==> config.mk <==
export PLATFORM = sky130hd
export DESIGN_NAME = rx_event_irq
export DESIGN_NICKNAME = d
export VERILOG_FILES = /design/src/rtl/rx_event_irq.sv
export SDC_FILE = /design/constraint.sdc
export NUM_CORES = 1
export LEC_CHECK = 0
export ABC_CLOCK_PERIOD_IN_PS = 1050
export BUFFER_PORTS_ARGS = -buffer_cell sky130_fd_sc_hd__buf_2
export CELL_PAD_IN_SITES_DETAIL_PLACEMENT = 1
export CELL_PAD_IN_SITES_GLOBAL_PLACEMENT = 1
export CORE_ASPECT_RATIO = 0.9
export CORE_UTILIZATION = 33
export DETAILED_ROUTE_END_ITERATION = 12
export PLACE_DENSITY_LB_ADDON = 0.05
export SYNTH_ARGS = -nofsm -noshare
export SYNTH_HDL_FRONTEND = slang
export SYNTH_SLANG_ARGS = --single-unit
==> constraint.sdc <==
create_clock -name clk -period 1.05 [get_ports clk]
set_input_delay 0.0525 -clock clk [delete_from_list [all_inputs] [get_ports clk]]
set_output_delay 0.0525 -clock clk [all_outputs]
set_load 0.03 [all_outputs]
==> src/rtl/rx_event_irq.sv <==
module rx_event_irq #(
  parameter int DW = 8
) (
  input  logic          clk,
  input  logic          rst_n,
  input  logic          rx_valid,
  input  logic [DW-1:0] rx_data,
  input  logic          frame_err_in,
  input  logic          par_err_in,
  input  logic          host_rd,
  input  logic          dsr_upd,
  input  logic          dsr_lvl,
  input  logic          cts_upd,
  input  logic          cts_lvl,
  input  logic          tmr_pulse,
  input  logic          tx_empty,
  input  logic          flag_clr,
  input  logic          en_wr,
  input  logic [3:0]    en_val,
  output logic [DW-1:0] rx_buf,
  output logic          rx_held,
  output logic          rx_overrun,
  output logic          frame_err,
  output logic          par_err,
  output logic          ds_change,
  output logic          tmr_flag,
  output logic          dsr_q,
  output logic          cts_q,
  output logic          irq
);

  logic [3:0] irq_en;
  logic       line_moved;
  logic       line_touched;

  assign line_moved   = (dsr_upd && (dsr_lvl != dsr_q)) || (cts_upd && (cts_lvl != cts_q));
  assign line_touched = dsr_upd || cts_upd;

  always_ff @(posedge clk) begin
    if (!rst_n) begin
      rx_buf     <= '0;
      rx_held    <= 1'b0;
      rx_overrun <= 1'b0;
      frame_err  <= 1'b0;
      par_err    <= 1'b0;
    end else begin
      if (rx_valid) begin
        rx_buf     <= rx_data;
        rx_held    <= 1'b1;
        rx_overrun <= rx_held && !host_rd;
      end else if (host_rd) begin
        rx_held    <= 1'b0;
        rx_overrun <= 1'b0;
      end
      if (frame_err_in)  frame_err <= 1'b1;
      else if (rx_valid) frame_err <= 1'b0;
      if (par_err_in)    par_err   <= 1'b1;
      else if (rx_valid) par_err   <= 1'b0;
    end
  end

  always_ff @(posedge clk) begin
    if (!rst_n) begin
      dsr_q     <= 1'b0;
      cts_q     <= 1'b0;
      ds_change <= 1'b0;
      tmr_flag  <= 1'b0;
      irq_en    <= 4'b0;
    end else begin
      if (dsr_upd) dsr_q <= dsr_lvl;
      if (cts_upd) cts_q <= cts_lvl;
      if (line_moved)                    ds_change <= 1'b1;
      else if (line_touched || flag_clr) ds_change <= 1'b0;
      if (tmr_pulse)     tmr_flag <= 1'b1;
      else if (flag_clr) tmr_flag <= 1'b0;
      if (en_wr) irq_en <= en_val;
    end
  end

  assign irq = |(irq_en & {tmr_flag, ds_change, tx_empty, rx_held});

  p_buf_write_r2: assert property (@(posedge clk) disable iff (!rst_n)
    rx_valid |=> rx_buf == $past(rx_data));
  p_empty_load_r3: assert property (@(posedge clk) disable iff (!rst_n)
    (rx_valid && !rx_held) |=> (rx_held && !rx_overrun));
  p_overrun_r4: assert property (@(posedge clk) disable iff (!rst_n)
    (rx_valid && rx_held && !host_rd) |=> rx_overrun);
  p_read_clear_r5: assert property (@(posedge clk) disable iff (!rst_n)
    (host_rd && !rx_valid) |=> (!rx_held && !rx_overrun));
  p_err_clear_r6: assert property (@(posedge clk) disable iff (!rst_n)
    (rx_valid && !frame_err_in && !par_err_in) |=> (!frame_err && !par_err));
  p_line_change_r7: assert property (@(posedge clk) disable iff (!rst_n)
    (dsr_upd && (dsr_lvl != dsr_q)) |=> ds_change);
  p_timer_set_r9: assert property (@(posedge clk) disable iff (!rst_n)
    tmr_pulse |=> tmr_flag);
  p_no_source_r10: assert property (@(posedge clk) disable iff (!rst_n)
    (!rx_held && !tx_empty && !ds_change && !tmr_flag) |-> !irq);

endmodule

# [After elaboration in Yosys (flattened, before gate mapping)]
# Index checks and enable logic that the tools add are counted.
[op_classes] bitwise_logic=1 n_mux=10 n_reduce_logical=13 n_eq_ne=2
[ops] cell="$mux W1" n=10
[ops] cell="$reduce_bool A2 Y1" n=5
[ops] cell="$and A4 B4 Y4" n=1
[ops] cell="$reduce_or A4 Y1" n=1
[ops] cell="$logic_and A1 B1 Y1" n=3
[ops] cell="$logic_or A1 B1 Y1" n=3
[ops] cell="$ne A1 B1 Y1" n=2
[ops] cell="$logic_not A1 Y1" n=1
[word_totals] out_inout_bits=17 ff_bits=20 word_cells=36 inputBits=26

# [Logic depth before layout (Yosys ltp)]
# Gate-level depths: netlist of run 1.
[logic_depth] ltp_word=4 ltp_mapped=3 mapped_depth_nobuf=3

# [Worst setup path before layout of run 1]
# No wires, ideal clock.
[synth_path] path_kind="reg-to-output" start="reg rx_held" end="out irq" required_time_ns=0.998 n_path_buf=0 slack_ns=0.105 arrival_ns=0.893 path_stages_with_launch=3 cell_sequence="dfxtp_1 > a22oi_1 > nand2_1"
[synth_between] elab_chain_len=2
[synth_lines] item="from (decl)" line="21" text="output logic rx_held,"
[synth_lines] item="from (signal assigned)" line="42" text="rx_held <= 1'b0;"
[synth_lines] item="from (signal assigned)" line="49" text="rx_held <= 1'b1;"
[synth_lines] item="from (signal assigned)" line="52" text="rx_held <= 1'b0;"
[synth_lines] item="$and A4 B4 Y4" line="80" text="assign irq = |(irq_en & {tmr_flag, ds_change, tx_empty, rx_held});"
[synth_lines] item="$reduce_or A4 Y1" line="80"
[synth_lines] item="to (decl)" line="29" text="output logic irq"
# Every way passes these cells.

# [Worst setup path after layout of run 1]
[layout_path] start="reg irq_en[0]" end="out irq"
[layout_between] elab_chain_len=2
[layout_lines] item="from (decl)" line="32" text="logic [3:0] irq_en;"
[layout_lines] item="from (signal assigned)" line="76" text="if (en_wr) irq_en <= en_val;"
[layout_lines] item="$and A4 B4 Y4" line="80"
[layout_lines] item="$reduce_or A4 Y1" line="80"
# Every way passes these cells.

==> results of run 1 <==
## flip-flops by register name, summed over array words and instances, names as in the netlist
signal,count
par_err,1
dsr_q,1
ds_change,1
irq_en,4
rx_buf,8
cts_q,1
tmr_flag,1
rx_overrun,1
frame_err,1
rx_held,1
## logic make-up (layout without fill, tap and decap cells)
logic type / Yosys count / count (layout) / synth area share (%)
AOI/OAI and AO/OA: 6 / 6 / 5.63
muxes: 15 / 15 / 18.8
xor gates and xnor gates: 2 / 2 / 2.19
DFF: 20 / 20 / 50.1
buffers and inverters: 4 / 53 / 3.13
and+or+nand+nor: 25 / 25 / 20.2
## critical path: stages (launching register included)
cell	delay [ns]
dfxtp_2	0.35
a22oi_2	0.19
nand2_1	0.09
buf_6	0.14
## layout by cell type (no fill, tap or decap)
cell type	count
nor2b_1	16
dfxtp_2	3
and2b_2	2
nand3_1	3
mux2i_1	15
clkbuf_8	1
dlygate4sd3_1	5
xor2_1	2
nand2_1	2
a22oi_2	2
nor4b_1	1
clkbuf_4	3
dfxtp_1	17
nor3b_2	1
o21a_1	4
buf_6	1
buf_2	40
buf_4	3
## report_power, final
| group | total, W | switching (W) | internal (W) | leakage [nW] |
|---|---|---|---|---|
| logic | 0.000323 | 0.000174 | 0.000148 | 0.383 |
| clock network | 0.000440 | 0.000229 | 0.000211 | 0.0210 |
| registers | 0.000834 | 0.0000272 | 0.000807 | 0.166 |
| total | 0.00160 | 0.000430 | 0.00117 | 0.571 |
## through the flow
step / hold slack (ns) / utilization, % / TNS, ns / cell area (um^2) / cells
after floorplan: 0.122 / - / 0 / 800 / 72
after global placement: 0.250 / 45.8 / 0 / 1020 / 137
after detailed placement: 0.245 / 45.8 / 0 / 1020 / 137
after CTS: 0.000941 / 51.1 / -0.0540 / 1130 / 148
after global routing: 0.00654 / 51.4 / -0.126 / 1140 / 148
final: 0.00589 / 51.4 / -0.0784 / 1140 / 148
## final timing paths
kind	startpoint	to	slack [ns]	depth (start not counted)
max	irq_en[0]$_SDFFE_PN0P_	irq	-0.08	3
min	rx_data[1]	rx_buf[1]$_SDFFE_PN0P_	0.006	3
max reg2reg	ds_change$_SDFFE_PN0P_	ds_change$_SDFFE_PN0P_	0.21	3
min reg2reg	rx_buf[1]$_SDFFE_PN0P_	rx_buf[1]$_SDFFE_PN0P_	0.52	2
## area by class of cell
type,instances,area [um^2]
fill,267,1080
sequential,20,404
multi-input combinational,48,384
timing repair buffer,49,284
clock buffer,4,36.3
tap,27,33.8
## per-layer routing
layer  vias to the layer above  GRT usage (%)  part of all wire (%)
li1                        340              -                     -
met1                       294           18.0                    44
met2                        27           24.3                    48
met3                         0           6.60                   8.4
met4                         0           1.32                     0
met5                         -              0                     0
## repair_timing
item | 4_1_cts | 5_1_grt
hold buffers | 5 | 0
endpoints found under the hold margin | 5 | 0
setup buffers | 2 | 0
resized for setup | 6 | 3
endpoints found under the setup margin | 1 | 2
pin swaps | 2 | 1
==> results.json, run 1 <==
{
  "crit_path_end_kind": "primary output",
  "crit_path_start_kind": "flip-flop",
  "max-slew-margin-rel_pct": 78.1,
  "report.power.total_w": 0.00160,
  "drt_pass1_iterations": 1,
  "numPortBuffers": 42,
  "cts_tree": "yes",
  "start_util_pct": 36.0,
  "rsz0062_at_grt": "true",
  "drv_slew": 0,
  "drc": 0,
  "dp_hpwl_um": 1250,
  "skew_ns": 0.00312,
  "worstPathArrival_ns": 1.08,
  "root_buffer": "clkbuf_4",
  "hold_viol": 0,
  "timing.final.ws_setup_ns": -0.0784,
  "synth_ff_type": "dfxtp_1",
  "period_needed_ns": 1.13,
  "fin_crit_sh_pct": 107,
  "wl_per_cell_um": 11.5,
  "finalSetupViolations": 1,
  "ys_seq_area_share_pct": 50.1,
  "critPathKind": "reg -> out",
  "gp_congestion": 0.665,
  "drt-vias-per-instance": 4.47,
  "grt_pass1_vias": 657,
  "fp.dieH_um": 48.7,
  "drt-initial-drc-count": 0,
  "core-area_um2": 2220,
  "status": "complete, but fails checks",
  "grt_overflow_total": 0,
  "synth_cells": 72,
  "drv_cap": 0,
  "violations": "setup timing",
  "crit_fanout": 2,
  "power_density_nw_per_um2": 1400,
  "ir_drop_mv": 1.08,
  "numCtsBuffers": 3,
  "synth_most_common_cell": "dfxtp_1",
  "synth_seq_cells": 20,
  "synth.cell_area_um2": 800,
  "yosysUniqueCellTypes": 15,
  "synth_warnings": 0,
  "insertedDiodeCount": 0,
  "syn-num-nets": 98,
  "rows": 16,
  "grt_pass1_wl_um": 2840,
  "hold_path.class": "in -> reg",
  "synth_common_cells": "20 x dfxtp_1, 16 x nor2b_1, 15 x mux2i_1",
  "syn_avg_cell_area_um2": 11.1,
  "synthArstFlopShare_pct": 0,
  "antenna_left": 0,
  "grt_max_degree": 23,
  "grtUsageTotal_pct": 14.8,
  "io_pins": 43,
  "fmax_mhz": 886,
  "clock-sinks": 20,
  "clock_path_buffers": 2,
  "synth.largest_area_cell": "dfxtp_1",
  "antenna_found_initial": 0,
  "dieArea_um2": 2620,
  "syn_to_final_growth_pct": 42.9,
  "synth.top_cell.area_share_pct": 50.1,
  "cts.htree.levels": 1,
  "clock_latency_ns": 0.30,
  "yosys-top-cells-area": "dfxtp_1 50%, mux2i_1 19%, nor2b_1 13%, o21a_1 3.8%, and2b_2 2.2%",
  "synth-edff-count": 0,
  "die_x_um": 53.9,
  "via_count": 661,
  "crit_required_ns": 1.00,
  "leakage_nw": 0.571,
  "tightest_slew_ns": 0.328,
  "nNetsFinal": 148,
  "path_clk_slew_ns": 0.11,
  "drive_above_1_share_pct": 46.3,
  "routed_wirelength_um": 1710,
  "pre_cts_ws_ns": 0.168
}
No activity file was read; power rests on OpenSTA's default activity.
==> run 2, diff against run 1 <==
--- a/config.mk
+++ b/config.mk
@@ -6,7 +6,7 @@
 export NUM_CORES = 1
 export LEC_CHECK = 0
 export ABC_CLOCK_PERIOD_IN_PS = 1050
-export BUFFER_PORTS_ARGS = -buffer_cell sky130_fd_sc_hd__buf_2
+export BUFFER_PORTS_ARGS = -buffer_cell sky130_fd_sc_hd__buf_4
 export CELL_PAD_IN_SITES_DETAIL_PLACEMENT = 1
 export CELL_PAD_IN_SITES_GLOBAL_PLACEMENT = 1
 export CORE_ASPECT_RATIO = 0.9
==> run 2 against run 1 <==
The flow still finishes with violations (setup timing); register-to-register slack worse by 0.02 ns; clock skew up 0.00096 ns; clock power about the same; design area up 8.2%; fmax up 4.6%; sequential power about the same; die area unchanged; non-clock buffer count down 1; routed wire length up 2.3%; sequential cell count unchanged; largest cell class unchanged.
==> results.json, run 2 (synthesis gave the netlist of run 1 again) <==
{
  "finalSetupViolations": 1,
  "drv_slew": 0,
  "io_pins": 43,
  "period_needed_ns": 1.08,
  "grt_pass1_wl_um": 2930,
  "drt-initial-drc-count": 3,
  "die_x_um": 53.9,
  "report.power.total_w": 0.00164,
  "cts.htree.levels": 1,
  "fin_crit_sh_pct": 103,
  "fin_area_um2": 1240,
  "final_common_cell": "buf_4",
  "postPlaceCellArea_um2": 1120,
  "critPathKind": "reg -> out",
  "final_cell_mix": "42 x buf_4, 16 x nor2b_1, 16 x dfxtp_1, 15 x mux2i_1, 5 x dlygate4sd3_1",
  "path_clk_slew_ns": 0.10,
  "gp_congestion": 0.673,
  "pwr-share-clk_pct": 26.8,
  "grt.busiest_layer": "met2",
  "drt_pass1_iterations": 4,
  "worstPathArrival_ns": 1.03,
  "clock_latency_ns": 0.30,
  "regMostFlops": "rx_buf",
  "power_density_nw_per_um2": 1330,
  "drc": 0,
  "dp_hpwl_um": 1280,
  "numPortBuffers": 42,
  "clock_path_buffers": 2,
  "intPower_w": 0.00121,
  "root_buffer": "clkbuf_4",
  "max-slew-margin-rel_pct": 82.4,
  "hold_viol": 0,
  "crit_path_start_kind": "flip-flop",
  "start_util_pct": 36.0,
  "grt_overflow_total": 0,
  "insertedDiodeCount": 0,
  "rows": 16,
  "setup_tns_ns": -0.0284,
  "rsz0062_at_grt": "true",
  "via_count": 672,
  "largest_register_ffs": 8,
  "core-area_um2": 2220,
  "power_frac_seq_pct": 51.1,
  "status": "complete, but fails checks",
  "cts_tree": "yes",
  "largestRegisters": "rx_buf: 8 flops, irq_en: 4 flops",
  "swShare_pct": 26.2,
  "hold_path.class": "in -> reg",
  "skew_ns": 0.00407,
  "antenna_left": 0,
  "grt_pass1_vias": 713,
  "tightest_slew_ns": 0.260,
  "timing.final.ws_setup_ns": -0.0284,
  "nNetsFinal": 147,
  "dieArea_um2": 2620,
  "comb_power_share_pct": 22.2,
  "syn_to_final_growth_pct": 54.6,
  "grtUsageTotal_pct": 14.9,
  "crit_fanout": 2,
  "use_met3_pct": 6.29,
  "crit_required_ns": 1.00,
  "ir_drop_mv": 0.779,
  "clock-sinks": 20,
  "use_met1_pct": 16.8,
  "drt-vias-per-instance": 4.57,
  "drive_above_1_share_pct": 46.7,
  "global_route.usage.met2_pct": 26.3,
  "fmax_mhz": 927,
  "grt_max_degree": 23,
  "power.switching_w": 0.000429,
  "antenna_found_initial": 0,
  "wl_per_cell_um": 11.9,
  "fp.dieH_um": 48.7,
  "violations": "setup timing",
  "leakage_nw": 0.591,
  "routed_wirelength_um": 1750,
  "numCtsBuffers": 3,
  "crit_path_end_kind": "primary output",
  "drv_cap": 0
}
[run 2: cell types whose count changed in the layout (fill, tap and decap cells not counted), sizes merged]
cell,change
buf,-1
[run 2: what timing repair did]
item	in CTS	in global routing
endpoints found under the hold margin	5	0
hold buffers	5	0
buffers inserted	1	0
resized for setup	4	3
pin swaps	1	0
setup endpoints to repair	1	1
[run 2: power by group through the flow]
stage	Clock (W)	Sequential [W]	Combinational, W
after floorplan	0	0.000921	0.000115
after global placement	0	0.000847	0.000336
after detailed placement	0	0.000851	0.000341
after CTS	0.000463	0.000835	0.000366
after global routing	0.000497	0.000845	0.000389
final	0.000439	0.000837	0.000363
[run 2: metrics by stage]
| step | hold WS, ns | worst slack [ns] | std cells | util (%) |
|---|---|---|---|---|
| after global placement | 0.227 | 0.254 | 137 | 50.6 |
| final | 0.0102 | -0.0284 | 147 | 55.6 |
| after global routing | 0.00972 | -0.104 | 147 | 55.6 |
| after CTS | 0.000488 | -0.0536 | 147 | 55.3 |
| after floorplan | 0.122 | 0.105 | 72 | - |
| after detailed placement | 0.232 | 0.232 | 137 | 50.6 |
[run 2: final timing paths]
| kind | startpoint | to | slack, ns | cells past startpoint |
|---|---|---|---|---|
| min | rx_data[3] | rx_buf[3]$_SDFFE_PN0P_ | 0.01 | 3 |
| max | irq_en[0]$_SDFFE_PN0P_ | irq | -0.03 | 3 |
| min reg2reg | rx_buf[3]$_SDFFE_PN0P_ | rx_buf[3]$_SDFFE_PN0P_ | 0.53 | 2 |
| max reg2reg | rx_held$_SDFFE_PN0P_ | rx_held$_SDFFE_PN0P_ | 0.19 | 3 |
[run 2: metal layers]
layer  vias to the layer above  wire (um)
met5                         -          0
met4                         0          0
met3                         0        149
met2                        27        869
met1                       306        731
li1                        339          -
[run 2: layout make-up]
cell class                      instances  area, um^2
Clock buffer                            4        36.3
Fill cell                             263         986
Multi-Input combinational cell         48         384
Sequential cell                        20         405
Tap cell                               27        33.8
Timing Repair Buffer                   48         377
[run 2: worst max-delay path: stages, from the launching register on]
cell and delay, ns:
dfxtp_2 0.34, a22oi_2 0.17, nand2_1 0.08, buf_6 0.14
==> run 3, diff against run 2 <==
==> constraint.sdc (replaced) <==
create_clock -name clk -period 1.05 [get_ports clk]
set_input_delay 0.0525 -clock clk [delete_from_list [all_inputs] [get_ports clk]]
set_output_delay 0.0525 -clock clk [all_outputs]
set_load 0.01 [all_outputs]
==> run 3 against run 2 <==
The run still ends with setup timing left; critical path type unchanged; register-to-register slack hardly changed; critical path depth stayed put; total power is 2.3% lower; die area stayed put; sequential share of layout area is 1.5 points lower; non-clock buffer count is 6 higher; highest routed layer is now met4; final cell count is 4.1% higher; clock skew is 0.0019 ns lower.
==> results.json, run 3 (synthesis gave the netlist of run 1 again) <==
{
  "hold_viol": 0,
  "violations": "setup timing",
  "timing.final.ws_setup_ns": -0.0122,
  "drive_above_1_share_pct": 44.4,
  "setup_tns_ns": -0.0122,
  "drt-vias-per-instance": 4.59,
  "numPortBuffers": 42,
  "hp-start": "rx_data[4]",
  "r2r_slack_ns": 0.20,
  "wl_met3_um": 162,
  "drv_cap": 0,
  "crit_path_start_kind": "flip-flop",
  "dieArea_um2": 2620,
  "antenna_left": 0,
  "cts_tree": "yes",
  "largest_register_ffs": 8,
  "drt-initial-drc-count": 2,
  "rr_worst_depth": 3,
  "status": "complete, but fails checks",
  "grt_max_degree": 23,
  "grt_pass1_vias": 731,
  "grt_overflow_total": 0,
  "grtUsageTotal_pct": 16.5,
  "crit_path_end_kind": "primary output",
  "cts.htree.levels": 1,
  "gp_congestion": 0.718,
  "r2r_start": "rx_held$_SDFFE_PN0P_",
  "ir_drop_mv": 1.17,
  "final_cell_mix": "43 x buf_4, 17 x dfxtp_1, 16 x nor2b_1, 15 x mux2i_1, 10 x dlygate4sd3_1",
  "crit_required_ns": 1.00,
  "dp_hpwl_um": 1260,
  "postPlaceCellArea_um2": 1120,
  "rows": 16,
  "clock_latency_ns": 0.30,
  "drt_pass1_iterations": 2,
  "fmax_mhz": 941,
  "die_x_um": 53.9,
  "critPathKind": "reg -> out",
  "wl_per_cell_um": 12.1,
  "hold_end": "rx_buf[4]$_SDFFE_PN0P_",
  "nNetsFinal": 153,
  "wl_met2_um": 857,
  "fin_util_pct": 58.2,
  "final_common_cell": "buf_4",
  "routed_wirelength_um": 1850,
  "min_delay_path_depth": 3,
  "tightest_slew_ns": 0.258,
  "via_count": 702,
  "root_buffer": "clkbuf_4",
  "drt-met1-wl_um": 817,
  "fin_area_um2": 1290,
  "drc": 0,
  "antenna_found_initial": 0,
  "syn_to_final_growth_pct": 61.7,
  "numCtsBuffers": 3,
  "fp.dieH_um": 48.7,
  "hold_path.class": "in -> reg",
  "drv_slew": 0,
  "clock_path_buffers": 2,
  "max-slew-margin-rel_pct": 82.6,
  "rsz0062_at_grt": "true",
  "regMostFlops": "rx_buf",
  "worstPathArrival_ns": 1.01,
  "period_needed_ns": 1.06,
  "leakage_nw": 0.617,
  "rr_endpoint": "rx_held$_SDFFE_PN0P_",
  "finalSetupViolations": 1,
  "fin_crit_sh_pct": 101,
  "io_pins": 43,
  "start_util_pct": 36.0,
  "grt_pass1_wl_um": 3080,
  "clock-sinks": 20,
  "top_layer_used": "met4",
  "largestRegisters": "rx_buf: 8 flops, irq_en: 4 flops",
  "core-area_um2": 2220,
  "crit_fanout": 2,
  "power_density_nw_per_um2": 1240,
  "path_clk_slew_ns": 0.11,
  "insertedDiodeCount": 0,
  "skew_ns": 0.00219
}
run 3: cell count changes in the layout (fill, tap and decap cells not counted):
| cell | change |
|---|---|
| dlygate4sd3_1 | +5 |
| dfxtp_2 | -1 |
| dfxtp_1 | +1 |
| buf_4 | +1 |
run 3: layout make-up:
cell class                 instances  area, um^2
clock buffer                       4        36.3
sequential                        20         404
multi-input combinational         48         384
timing repair buffer              54         434
fill                             269         930
tap                               27        33.8
run 3: per-layer routing:
metal / vias to the layer above / track usage, %
met5: - / 0
li1: 352 / -
met1: 319 / 19.0
met3: 2 / 6.92
met4: 0 / 3.95
met2: 29 / 27.4
run 3: where the power goes:
part	leakage, nW	internal (W)	switching [W]
combinational	0.430	0.000203	0.000116
sequential	0.166	0.000807	0.0000289
clock	0.0210	0.000212	0.000234
run 3: worst max path at each step:
| stage | from | endpoint | slack [ns] |
|---|---|---|---|
| after detailed placement | ds_change$_SDFFE_PN0P_ | ds_change$_SDFFE_PN0P_ | 0.26 |
| after global placement | rx_held$_SDFFE_PN0P_ | irq | 0.28 |
| after global routing | irq_en[0]$_SDFFE_PN0P_ | irq | -0.10 |
| after floorplan | ds_change$_SDFFE_PN0P_ | ds_change$_SDFFE_PN0P_ | 0.27 |
| final | irq_en[0]$_SDFFE_PN0P_ | irq | -0.01 |
| after CTS | rx_held$_SDFFE_PN0P_ | irq | -0.04 |
run 3: critical path, cell delays in order, from the launching register on:
cell and delay (ns):
dfxtp_2 0.34, a22oi_2 0.17, nand2_1 0.08, buf_6 0.12
run 3: timing repair:
item / CTS / global route
resized for setup: 5 / 1
buffers inserted: 2 / 0
endpoints found under the setup margin: 1 / 1
pin swaps: 2 / 1
hold buffers: 10 / 0
endpoints found under the hold margin: 10 / 0
run 3: stage by stage:
stage | instances | setup slack, ns | total power [W] | hold WS, ns
global placement | 137 | 0.279 | 0.00112 | 0.227
detailed placement | 137 | 0.255 | 0.00113 | 0.229
CTS | 153 | -0.0358 | 0.00162 | 0.00397
finish | 153 | -0.0122 | 0.00160 | 0.00636
global route | 153 | -0.102 | 0.00169 | 0.0109
floorplan | 72 | 0.270 | 0.000974 | 0.122
